[src/rtl/drc_pkg.sv]
package drc_pkg;
  localparam int WORD_W  = 16;
  localparam int IMM_W   = 15;
  localparam int FMT_BIT = 15;
  localparam int SEL_BIT = 12;
  localparam int FN_LO   = 6;
  localparam int WA_BIT  = 5;
  localparam int WD_BIT  = 4;
  localparam int WM_BIT  = 3;

  typedef struct packed {
    logic zx;
    logic nx;
    logic zy;
    logic ny;
    logic f;
    logic no;
  } alu_ctl_t;

  typedef struct packed {
    logic             is_c;
    logic [IMM_W-1:0] imm;
    logic             sel_m;
    alu_ctl_t         alu;
    logic             wr_a;
    logic             wr_d;
    logic             wr_m;
    logic [2:0]       jmask;
  } ctl_t;
endpackage

[src/rtl/drc_decode.sv]
module drc_decode
  import drc_pkg::*;
(
  input  logic [WORD_W-1:0] instr,
  output ctl_t              ctl
);
  logic compute;
  assign compute = instr[FMT_BIT];

  always_comb begin
    ctl.is_c  = compute;
    ctl.imm   = instr[IMM_W-1:0];
    ctl.sel_m = instr[SEL_BIT];
    ctl.alu   = alu_ctl_t'(instr[FN_LO+5:FN_LO]);
    ctl.wr_a  = compute & instr[WA_BIT];
    ctl.wr_d  = compute & instr[WD_BIT];
    ctl.wr_m  = compute & instr[WM_BIT];
    ctl.jmask = compute ? instr[2:0] : 3'b000;
  end
endmodule

[src/rtl/drc_alu.sv]
module drc_alu
  import drc_pkg::*;
#(
  parameter int W = 16
) (
  input  logic [W-1:0] x,
  input  logic [W-1:0] y,
  input  alu_ctl_t     ctl,
  output logic [W-1:0] res,
  output logic         zr,
  output logic         ng
);
  logic [W-1:0] x_z, x_n, y_z, y_n, raw;

  always_comb begin
    x_z = ctl.zx ? '0 : x;
    x_n = ctl.nx ? ~x_z : x_z;
    y_z = ctl.zy ? '0 : y;
    y_n = ctl.ny ? ~y_z : y_z;
    raw = ctl.f ? (x_n + y_n) : (x_n & y_n);
    res = ctl.no ? ~raw : raw;
  end

  assign zr = (res == '0);
  assign ng = res[W-1];
endmodule

[src/rtl/drc_branch.sv]
module drc_branch (
  input  logic [2:0] jmask,
  input  logic       zr,
  input  logic       ng,
  output logic       take
);
  logic pos;
  assign pos  = ~zr & ~ng;
  assign take = (jmask[2] & ng) | (jmask[1] & zr) | (jmask[0] & pos);
endmodule

[src/rtl/dual_reg_core.sv]
module dual_reg_core
  import drc_pkg::*;
#(
  parameter int PC_W    = 15,
  parameter int DADDR_W = 15
) (
  input  logic               clk,
  input  logic               rst,
  output logic [PC_W-1:0]    imem_addr,
  input  logic [WORD_W-1:0]  imem_data,
  output logic [DADDR_W-1:0] dmem_addr,
  output logic [WORD_W-1:0]  dmem_wdata,
  output logic               dmem_we,
  input  logic [WORD_W-1:0]  dmem_rdata
);
  localparam logic [PC_W-1:0] PC_ONE = PC_W'(1);

  logic [WORD_W-1:0] a_q, d_q;
  logic [PC_W-1:0]   pc_q;
  ctl_t              ctl;
  logic [WORD_W-1:0] y_op, alu_res;
  logic              zr, ng, take;

  drc_decode u_dec (
    .instr (imem_data),
    .ctl   (ctl)
  );

  assign y_op = ctl.sel_m ? dmem_rdata : a_q;

  drc_alu #(.W(WORD_W)) u_alu (
    .x   (d_q),
    .y   (y_op),
    .ctl (ctl.alu),
    .res (alu_res),
    .zr  (zr),
    .ng  (ng)
  );

  drc_branch u_br (
    .jmask (ctl.jmask),
    .zr    (zr),
    .ng    (ng),
    .take  (take)
  );

  always_ff @(posedge clk) begin
    if (rst) begin
      pc_q <= '0;
      a_q  <= '0;
      d_q  <= '0;
    end else begin
      pc_q <= take ? a_q[PC_W-1:0] : pc_q + PC_ONE;
      if (!ctl.is_c)
        a_q <= {1'b0, ctl.imm};
      else if (ctl.wr_a)
        a_q <= alu_res;
      if (ctl.wr_d)
        d_q <= alu_res;
    end
  end

  assign imem_addr  = pc_q;
  assign dmem_addr  = a_q[DADDR_W-1:0];
  assign dmem_wdata = alu_res;
  assign dmem_we    = ctl.wr_m;

  assert_pc_step_R8: assert property (@(posedge clk) disable iff (rst)
    !take |=> pc_q == PC_W'($past(pc_q) + PC_ONE));

  assert_pc_jump_R8: assert property (@(posedge clk) disable iff (rst)
    take |=> pc_q == $past(a_q[PC_W-1:0]));

  assert_const_load_R2: assert property (@(posedge clk) disable iff (rst)
    !imem_data[FMT_BIT] |=> a_q == {1'b0, $past(imem_data[IMM_W-1:0])});

  assert_const_nowrite_R2: assert property (@(posedge clk) disable iff (rst)
    !imem_data[FMT_BIT] |-> !dmem_we);

  assert_dreg_update_R6: assert property (@(posedge clk) disable iff (rst)
    (imem_data[FMT_BIT] && imem_data[WD_BIT]) |=> d_q == $past(alu_res));
endmodule

[config.mk]
export PLATFORM = sky130hd
export DESIGN_NAME = dual_reg_core
export DESIGN_NICKNAME = d
export VERILOG_FILES = /design/src/rtl/drc_pkg.sv /design/src/rtl/drc_decode.sv /design/src/rtl/drc_alu.sv /design/src/rtl/drc_branch.sv /design/src/rtl/dual_reg_core.sv
export SDC_FILE = /design/constraint.sdc
export NUM_CORES = 1
export LEC_CHECK = 0
export ABC_CLOCK_PERIOD_IN_PS = 15750
export CORE_ASPECT_RATIO = 1.25
export CORE_UTILIZATION = 30
export DETAILED_ROUTE_END_ITERATION = 6
export PLACE_DENSITY = 0.63
export SETUP_SLACK_MARGIN = 0.15
export SYNTH_ARGS = -nofsm -noshare
export SYNTH_HDL_FRONTEND = slang
export SYNTH_SLANG_ARGS = --single-unit
[constraint.sdc]
create_clock -name clk -period 15.75 [get_ports clk]
set_clock_uncertainty 0.2 [all_clocks]
set_input_delay 3.15 -clock clk [delete_from_list [all_inputs] [get_ports clk]]
set_output_delay 3.15 -clock clk [all_outputs]
set_load 0.02 [all_outputs]
==> out/metrics.cfg <==
[cts]
cts_buffers=5
h-tree-depth=2
clk_latency_ns=0.29
cts_tree=yes
cts.sinks=47
cts.hold.buffers_added=0
cts.path.max_buffers=2
post_cts_buffers=0
path_clk_slew_ns=0.06
cts_resized=0
cts_root_buf=clkbuf_16

[finish]
layout-drive-gt1-share_pct=6.656
diodes=0
area_delta_synth_final_pct=21.38
fin_nets=667

[floorplanning]
boundaryPins=81
dieHeight_um=138.6
start_util_pct=30.94
die_x_um=111.3
dieArea_um2=15420
std_cell_rows=49
coreArea_um2=14470

[pwr]
pwr_density_cell_nw_per_um2=100.7
power_leakage_nw=2.077
ir_worst_vdd_uv=38.85

[worst_setup_path]
crit_path_end_kind=output pin
path_class=in -> out
start_kind=primary input
cp_top_family=buffers and inverters
path_max_fanout=17
critPathMaxStageDelay_ns=1.16
path_buf_inv=2
critPathSlowestCell=clkdlybuf4s50_1
crit_chain=clkdlybuf4s50_1 -> mux2i_1 -> nor2_1 -> xor2_1 -> ha_1 -> fa_1 -> a211oi_2 -> o21ai_2 -> a31o_2 -> a311oi_1 -> xnor2_1 -> clkdlybuf4s50_1
crit_required_ns=12.40
cpMostUsedCell=clkdlybuf4s50_1
cp.arrival_ns=7.78

[timing]
hold_ws_ns=0.2581
relSlewSlack_pct=27.30
maxClockFrequency_mhz=89.82
setup-violations-final=0
tns_ns=0
fin_crit_sh_pct=70.69
drv_slew=0
worst_slew_pin_slew_ns=1.087
rsz0062_at_grt=false
finalHoldViolations=0
finalCriticalPeriod_ns=11.13

[detailed_routing]
wl_per_cell_um=16.49
drtIter0Drc=319
drc=20
vias=4223
ant_nets=0
dr.pass1.iters=7
via_per_inst=5.319
routed_wl_mm=13.10

[grt]
grt_pass1_wl_mm=20.73
overflow=0
antenna_found_initial=0
grt_pass1_vias=4085
track_usage_pct=16.55
grt_max_degree=63

[logic_synthesis]
ys_types=62
ys_warn_count=0
yosysSeqAreaShare_pct=21.02
synthTopCellsByCount=60 x nor2_1, 56 x nand2_1, 47 x dfxtp_1
synth.avg_cell_area_um2=7.772
synth-edff-count=0
synth.most_common_cell=nor2_1
ys_dominant_reg_cell=dfxtp_1
async_flop_share_pct=0
synth_nets=628
ys_ff_latch=47
syn-instance-count=576
post-synth-top-area-cell=dfxtp_1
netlist_top_cells_area=dfxtp_1 21%, mux2i_1 7.8%, xnor2_1 6.8%
synth_top_area_share_pct=21.02
synth_area_um2=4477

[outcome]
violations=DRC
outcome=complete, but fails checks

[run]
drv_cap=0

[place]
routabilityCongestion=0.9090
hpwl_mm=10.02
port_buffers=80

[min_path]
hp-class=reg -> reg

-- worst min-delay path, cell delays in order, from the launching register on --
cell and delay (ns):
dfxtp_1 0.31, nand2_1 0.05, a21oi_1 0.05
-- placed cells by master, fill, tap and decap left out, types with 3 or more instances in the layout --
| master | Yosys | routed |
|---|---|---|
| nor2_1 | 60 | 60 |
| a21oi_1 | 35 | 35 |
| mux2_4 | 9 | 9 |
| mux2_2 | 7 | 7 |
| o21a_1 | 3 | 3 |
| or3_1 | 5 | 5 |
| mux2i_1 | 35 | 35 |
| nand2b_1 | 21 | 21 |
| nor2b_1 | 21 | 21 |
| a31o_2 | 3 | 3 |
| nand4_1 | 3 | 3 |
| o22ai_1 | 4 | 4 |
| xor2_1 | 23 | 23 |
| ha_1 | 17 | 17 |
| nor3b_1 | 7 | 7 |
| clkbuf_16 | 0 | 5 |
| dfxtp_1 | 47 | 47 |
| nand3_1 | 17 | 17 |
| a211oi_1 | 24 | 24 |
| o21bai_1 | 4 | 4 |
| nand2_1 | 56 | 56 |
| inv_1 | 11 | 11 |
| nand3b_1 | 5 | 5 |
| and3_1 | 4 | 4 |
| xnor2_1 | 35 | 35 |
| buf_4 | 16 | 4 |
| o211ai_1 | 8 | 8 |
| nor3_1 | 11 | 11 |
| o21ai_0 | 13 | 13 |
| clkdlybuf4s50_1 | 0 | 79 |
-- area by class of cell --
class	instances	area, um2
clock buffer	6	128.9
sequential	47	940.9
tap	178	222.7
inverter	11	41.29
multi-input combinational	466	3214
fill	1521	9035
timing repair buffer	84	825.8
clock inverter	2	60.06
-- where the power goes --
| part | leakage (nW) | switching (mW) | internal [mW] |
|---|---|---|---|
| Sequential | 0.386 | 0.0101 | 0.130 |
| Clock | 0.0911 | 0.0472 | 0.0911 |
| Combinational | 1.60 | 0.152 | 0.116 |
| Total | 2.08 | 0.210 | 0.338 |
-- routing by layer --
metal	track usage (%)	vias to the layer above	wire length [um]
li1	-	2083	-
met1	18.61	2005	5503
met2	30.66	112	6587
met3	1.792	23	540
met4	8.321	0	464
met5	0	-	0
-- cells by family after synthesis --
family | share of synthesized area (%)
fa+ha+maj | 5.198
mux | 12.61
xor+xnor | 11.35
flops | 21.02
buf+inv | 7.183
simple gates | 24.51
compound gates | 18.14
-- per-stage QoR --
step	instances	util, %	worst slack [ns]	area (um2)	power, mW
finish	794	37.56	4.617	5434	0.5473
CTS	794	37.56	4.612	5434	0.5478
global route	794	37.56	4.303	5434	0.5763
detailed placement	786	36.25	4.613	5245	0.4094
floorplan	576	-	6.103	4477	0.3273
global placement	786	36.25	4.715	5245	0.4045
-- path summary, 6_finish.rpt --
kind / startpoint / end / slack [ns] / cells after the start
min reg2reg: d_q[4] / d_q[4] / 0.26 / 2
max reg2reg: a_q[0] / imem_addr[2] / 10.97 / 14
min: d_q[4] / d_q[4] / 0.26 / 2
max: imem_data[12] / dmem_wdata[12] / 4.62 / 12
-- sequential cells by signal, summed over array words and instances, names as in the netlist --
name       flops
a_q           16
imem_addr     15
d_q           16
Power figures use the tool's default switching activity.
